<file path="config.mk">
export PLATFORM = sky130hd
export DESIGN_NAME = nic_irq_agg
export DESIGN_NICKNAME = d
export VERILOG_FILES = /design/src/rtl/intc_pkg.sv /design/src/rtl/intc_host_port.sv /design/src/rtl/intc_cause_reg.sv /design/src/rtl/intc_mask_reg.sv /design/src/rtl/nic_irq_agg.sv
export SDC_FILE = /design/constraint.sdc
export NUM_CORES = 1
export LEC_CHECK = 0
export BUFFER_PORTS_ARGS = -buffer_cell sky130_fd_sc_hd__buf_2
export CELL_PAD_IN_SITES_DETAIL_PLACEMENT = 1
export CELL_PAD_IN_SITES_GLOBAL_PLACEMENT = 1
export CORE_MARGIN = 2
export CORE_UTILIZATION = 35
export CTS_CLUSTER_DIAMETER = 100
export CTS_CLUSTER_SIZE = 30
export DETAILED_ROUTE_END_ITERATION = 8
export HOLD_SLACK_MARGIN = 0.03
export PLACE_DENSITY = 0.8
export SETUP_SLACK_MARGIN = 0.3
export SLEW_MARGIN = 0
export SYNTH_ARGS = -nofsm -noshare
export SYNTH_HDL_FRONTEND = slang
export SYNTH_SLANG_ARGS = --single-unit
</file>
<file path="constraint.sdc">
create_clock -name clk -period 3.8 [get_ports clk]
set_input_delay 0.76 -clock clk [delete_from_list [all_inputs] [get_ports clk]]
set_output_delay 0.76 -clock clk [all_outputs]
set_load 0.01 [all_outputs]
</file>
<file path="src/rtl/intc_pkg.sv">
// Package: shared register-select encoding for the interrupt cause unit.
// Assumes a 2-bit register address on the host bus.
package intc_pkg;
    localparam int SEL_W = 2;

    typedef enum logic [SEL_W-1:0] {
        SEL_CAUSE = 2'd0,   // read-to-clear pending causes
        SEL_FORCE = 2'd1,   // write-only cause force
        SEL_MSET  = 2'd2,   // mask set, reads back the mask
        SEL_MCLR  = 2'd3    // write-only mask clear
    } reg_sel_e;
endpackage

</file>
<file path="src/rtl/intc_host_port.sv">
// Module: intc_host_port
// Decodes host read/write strobes into register actions and registers read data.
// Assumes at most one of rd_en_i / wr_en_i per cycle; read data is zero unless
// it follows a read strobe.
module intc_host_port
    import intc_pkg::*;
#(
    parameter int DATA_W  = 32,
    parameter int CAUSE_W = 8
) (
    input  logic               clk,
    input  logic               rst_n,
    input  logic               rd_en_i,
    input  logic               wr_en_i,
    input  logic [SEL_W-1:0]   addr_i,
    input  logic [CAUSE_W-1:0] cause_i,
    input  logic [CAUSE_W-1:0] mask_i,
    output logic               cause_clr_o,
    output logic               force_we_o,
    output logic               mset_we_o,
    output logic               mclr_we_o,
    output logic [DATA_W-1:0]  rd_data_o
);
    localparam int SUM_BIT = DATA_W - 1;

    reg_sel_e          sel;
    logic [DATA_W-1:0] rd_next;
    logic [DATA_W-1:0] rd_q;

    assign sel = reg_sel_e'(addr_i);

    // Turn strobes plus address into one-hot register actions.
    always_comb begin
        cause_clr_o = rd_en_i && (sel == SEL_CAUSE);
        force_we_o  = wr_en_i && (sel == SEL_FORCE);
        mset_we_o   = wr_en_i && (sel == SEL_MSET);
        mclr_we_o   = wr_en_i && (sel == SEL_MCLR);
    end

    // Select the value a read of the addressed register returns.
    always_comb begin
        rd_next = '0;
        case (sel)
            SEL_CAUSE: begin
                rd_next[CAUSE_W-1:0] = cause_i;
                rd_next[SUM_BIT]     = |(cause_i & mask_i);
            end
            SEL_MSET:  rd_next[CAUSE_W-1:0] = mask_i;
            default:   rd_next = '0;
        endcase
    end

    // Register read data for one cycle after each read strobe.
    always_ff @(posedge clk) begin
        if (!rst_n)       rd_q <= '0;
        else if (rd_en_i) rd_q <= rd_next;
        else              rd_q <= '0;
    end

    assign rd_data_o = rd_q;


    wo_read_zero_chk: assert property (@(posedge clk) disable iff (!rst_n)
        (rd_en_i && (sel == SEL_FORCE || sel == SEL_MCLR)) |=> (rd_data_o == '0));

    idle_read_zero_chk: assert property (@(posedge clk) disable iff (!rst_n)
        !rd_en_i |=> (rd_data_o == '0));
endmodule

</file>
<file path="src/rtl/intc_cause_reg.sv">
// Module: intc_cause_reg
// Sticky cause register: event strobes and forced writes set bits, a cause
// read clears them. A strobe in the same cycle as the clear wins.
// Assumes strobes are one cycle wide; reserved bits (IMPL_MASK = 0) stay 0.
module intc_cause_reg #(
    parameter int               CAUSE_W   = 8,
    parameter logic [CAUSE_W-1:0] IMPL_MASK = 8'hDF
) (
    input  logic               clk,
    input  logic               rst_n,
    input  logic [CAUSE_W-1:0] ev_i,
    input  logic               clr_i,
    input  logic               force_we_i,
    input  logic [CAUSE_W-1:0] force_data_i,
    output logic [CAUSE_W-1:0] cause_o
);
    logic [CAUSE_W-1:0] cause_q;
    logic [CAUSE_W-1:0] keep;
    logic [CAUSE_W-1:0] set_bits;

    // Combine all set sources and the read-clear into the next value.
    always_comb begin
        keep     = clr_i ? '0 : cause_q;
        set_bits = ev_i | (force_we_i ? force_data_i : '0);
    end

    // Hold pending causes until a read clears them.
    always_ff @(posedge clk) begin
        if (!rst_n) cause_q <= '0;
        else        cause_q <= (keep | set_bits) & IMPL_MASK;
    end

    assign cause_o = cause_q;


    ev_latch_chk: assert property (@(posedge clk) disable iff (!rst_n)
        (|(ev_i & IMPL_MASK)) |=> ((cause_q & $past(ev_i & IMPL_MASK)) == $past(ev_i & IMPL_MASK)));

    read_clear_chk: assert property (@(posedge clk) disable iff (!rst_n)
        (clr_i && ev_i == '0 && !force_we_i) |=> (cause_q == '0));

    reserved_zero_chk: assert property (@(posedge clk) disable iff (!rst_n)
        1'b1 |=> ((cause_q & ~IMPL_MASK) == '0));
endmodule

</file>
<file path="src/rtl/intc_mask_reg.sv">
// Module: intc_mask_reg
// Interrupt enable mask with separate set-only and clear-only write ports.
// Assumes the two write enables are never high together.
module intc_mask_reg #(
    parameter int                 CAUSE_W   = 8,
    parameter logic [CAUSE_W-1:0] IMPL_MASK = 8'hDF
) (
    input  logic               clk,
    input  logic               rst_n,
    input  logic               set_we_i,
    input  logic               clr_we_i,
    input  logic [CAUSE_W-1:0] data_i,
    output logic [CAUSE_W-1:0] mask_o
);
    logic [CAUSE_W-1:0] mask_q;
    logic [CAUSE_W-1:0] bits;

    // Only implemented positions are writable.
    assign bits = data_i & IMPL_MASK;

    // Apply set-only or clear-only updates; zero data bits leave the mask alone.
    always_ff @(posedge clk) begin
        if (!rst_n)        mask_q <= '0;
        else if (set_we_i) mask_q <= mask_q | bits;
        else if (clr_we_i) mask_q <= mask_q & ~bits;
    end

    assign mask_o = mask_q;


    mset_chk: assert property (@(posedge clk) disable iff (!rst_n)
        set_we_i |=> ((mask_q & $past(bits)) == $past(bits)));

    mclr_chk: assert property (@(posedge clk) disable iff (!rst_n)
        clr_we_i |=> ((mask_q & $past(bits)) == '0));

    mask_hold_chk: assert property (@(posedge clk) disable iff (!rst_n)
        (!set_we_i && !clr_we_i) |=> $stable(mask_q));
endmodule

</file>
<file path="src/rtl/nic_irq_agg.sv">
// Module: nic_irq_agg
// Top of the interrupt cause and mask unit: sticky causes, a set/clear mask,
// a host register port and one registered level interrupt.
// Assumes event strobes are synchronous to clk and one cycle wide.
module nic_irq_agg
    import intc_pkg::*;
#(
    parameter int                 DATA_W    = 32,
    parameter int                 CAUSE_W   = 8,
    parameter logic [CAUSE_W-1:0] IMPL_MASK = 8'hDF
) (
    input  logic               clk,
    input  logic               rst_n,
    input  logic [CAUSE_W-1:0] ev_i,
    input  logic               rd_en_i,
    input  logic               wr_en_i,
    input  logic [SEL_W-1:0]   addr_i,
    input  logic [CAUSE_W-1:0] wr_data_i,
    output logic [DATA_W-1:0]  rd_data_o,
    output logic               irq_o
);
    logic [CAUSE_W-1:0] cause;
    logic [CAUSE_W-1:0] mask;
    logic               cause_clr;
    logic               force_we;
    logic               mset_we;
    logic               mclr_we;
    logic               irq_q;

    intc_host_port #(.DATA_W(DATA_W), .CAUSE_W(CAUSE_W)) u_port (
        .clk         (clk),
        .rst_n       (rst_n),
        .rd_en_i     (rd_en_i),
        .wr_en_i     (wr_en_i),
        .addr_i      (addr_i),
        .cause_i     (cause),
        .mask_i      (mask),
        .cause_clr_o (cause_clr),
        .force_we_o  (force_we),
        .mset_we_o   (mset_we),
        .mclr_we_o   (mclr_we),
        .rd_data_o   (rd_data_o)
    );

    intc_cause_reg #(.CAUSE_W(CAUSE_W), .IMPL_MASK(IMPL_MASK)) u_cause (
        .clk          (clk),
        .rst_n        (rst_n),
        .ev_i         (ev_i),
        .clr_i        (cause_clr),
        .force_we_i   (force_we),
        .force_data_i (wr_data_i),
        .cause_o      (cause)
    );

    intc_mask_reg #(.CAUSE_W(CAUSE_W), .IMPL_MASK(IMPL_MASK)) u_mask (
        .clk      (clk),
        .rst_n    (rst_n),
        .set_we_i (mset_we),
        .clr_we_i (mclr_we),
        .data_i   (wr_data_i),
        .mask_o   (mask)
    );

    // Register the enabled-pending summary onto the interrupt line.
    always_ff @(posedge clk) begin
        if (!rst_n) irq_q <= 1'b0;
        else        irq_q <= |(cause & mask);
    end

    assign irq_o = irq_q;


    irq_rise_chk: assert property (@(posedge clk) disable iff (!rst_n)
        (|(cause & mask)) |=> irq_o);

    irq_low_chk: assert property (@(posedge clk) disable iff (!rst_n)
        !(|(cause & mask)) |=> !irq_o);

    reset_clear_chk: assert property (@(posedge clk)
        !rst_n |=> (!irq_o && rd_data_o == '0));
endmodule

</file>
==> results.ini <==
[place]
dp_hpwl_um=1738
dp.cells=171
pre_cts_slack_ns=1.879
port_buffers=28
place_congestion=0.7497

[sta]
timing.final.crit_period_ns=1.576
period_share=0.4146
fmax_mhz=634.7
rsz0062_at_grt=false
setup_viol=0
slew_violations=0
timing.final.ws_setup_ns=2.224
fin_skew_ns=0.008237
finalHoldViolations=0
fin_tns_setup_ns=0

[worst_setup_path]
worstPathMaxFanout=14
critical-path-max-stage-delay_ns=0.37
start_kind=input port
required_ns=4.02
crit_slowest_cell=and2_2
path_cells=buf_2 -> and2_2 -> a21oi_1 -> a311oi_1
cp_data_arrival_time_ns=1.79
worst-setup-path-type=input port to flop
crit_path_end_kind=flop

[routing]
wl_met1_um=931
top_layer=met4
wl_per_cell_um=13.26
viasPerCell=4.674
ant_nets=0
dr_wl_met2_um=1163
first_pass_iters=4
drc=0
vias=818
drt_iter0_markers=14
drt_wl_total_um=2321
dr_wl_met3_um=154

[power]
clock_power_share=0.253
p_comb_frac=0.151
p_per_area_nw_per_um2=374.5
swShare=0.2745
intPower_uw=319.6
leakage_nw=0.5356
total_power_uw=440.5
p_switching_uw=120.9
peakVddDrop_uv=89.65
p_seq_frac=0.596

[die]
die_area_um2=3603
start_util=0.3628
num_io_pins=55
rows=20
die_width_um=60.03
fp.coreArea_um2=3028
die_y_um=60.03

[cells_and_area]
syn_to_final_growth_pct=7.062
drive_above_1_share=0.3206
final_core_util=0.3884
diodes=0
final_cells=175
layout.nets=154
nFillCells=368

[global_route]
grt_overflow_total=0
antenna_found_initial=0
track_usage=0.1349
grt_max_degree=16
grt_pass1_wl_um=3498
grt_pass1_vias=725

[yosys]
synth-compound-area-share=0.2118
synthTopCellsByCount=25 x buf_4, 23 x dfxtp_1, 14 x nor2_1
yosysSeqAreaShare=0.4191
synth_top_family_by_area=buffers and inverters
synth_edf_count=0
synthMuxAreaShare=0.06378
netlist_instances=106
synthXorXnorAreaFrac=0
yosys_most_used_dff=dfxtp_1
synth_fa_ha_area_frac=0
ys_top_cells_by_area=dfxtp_1 42%, buf_4 17%, a221oi_2 9.6%
synthesis.area_um2=1099
async_reset_ff_frac=0
avgSynthCellArea_um2=10.36
synth.most_common_cell=buf_4
synth_cell_types=20
yosys.area_share.simple=0.08884
synthDominantCellAreaShare=0.4191
yosys.area.top_type=dfxtp_1
synth-seq-cells=23
yosysWarnings=0

[clock_network]
cts_inserted_buffers=3
post_cts_buffers=0
clock_sinks=23
hold_buffers=0
clockRootBuffer=clkbuf_4
tritoncts=done
cts_resized=0
path_clk_slew_ns=0.12
clock_tree.htree_level_count=1
clk_path_buf_depth=2
clk_latency_ns=0.31

[status]
status=finished, final reports clean

[min_path]
min-delay-path-class=flop to flop

[job]
max_cap_violations=0

==> power by group through the flow <==
stage	sequential, mW	clock, mW	combinational [mW]
global placement	0.267	0	0.0628
floorplan	0.267	0	0.0638
detailed placement	0.268	0	0.0658
finish	0.263	0.111	0.0665
CTS	0.262	0.117	0.0660
global route	0.264	0.123	0.0729
==> layer usage <==
metal | vias up | track usage
met2 | 41 | 0.2189
met5 | - | 0
li1 | 383 | -
met3 | 6 | 0.02814
met1 | 388 | 0.1618
met4 | 0 | 0.08254
==> area by class of cell <==
cell class,instances,area (um^2),area share
flip-flops and latches,23,460.4,0.3915
multi-input cells,75,490.5,0.4170
well taps,44,55.05,0.04681
repair buffers,28,140.1,0.1191
inverters,1,3.754,0.003191
clock buffers,4,26.28,0.02234
==> cell families after synthesis <==
family | count (synthesis)
muxes | 7
buffers and inverters | 31
and+or+nand+nor | 19
DFF | 23
other | 1
AOI/OAI and AO/OA | 25
==> stage by stage <==
step	hold slack, ns	cell area (um^2)
6_report	0.5492	1176
5_1_grt	0.5770	1176
4_1_cts	0.5482	1176
3_5_place_dp	0.5325	1150
3_3_place_gp	0.5112	1150
2_1_floorplan	0.4863	1185
==> cell usage in the layout (no fill, tap or decap), types with 2 or more instances in the layout <==
| cell type | netlist | layout |
|---|---|---|
| buf_2 | 1 | 28 |
| conb_1 | 1 | 24 |
| dfxtp_1 | 23 | 23 |
| nor2_1 | 14 | 14 |
| a21oi_1 | 7 | 7 |
| a311oi_1 | 7 | 7 |
| a221oi_2 | 7 | 7 |
| mux2i_1 | 7 | 7 |
| clkbuf_4 | 0 | 3 |
| a22oi_1 | 2 | 2 |
==> path summary, 6_finish.rpt <==
check | slack, ns | to | cells past startpoint | start
worst max-delay path | 2.22 | flop | 4 | addr_i[1]
worst min-delay path | 0.55 | flop | 2 | flop
worst max register to register | 2.61 | u_port.rd_data_o[31] | 3 | u_cause.cause_o[3]
worst min register to register | 0.55 | flop | 2 | flop
==> worst max-delay path, delay by kind of cell <==
family          cells  cell delay (ns)
compound gates      2             0.41
buf+inv             1             0.25
simple gates        1             0.37
Note: power is estimated with default switching activity, not from simulation.
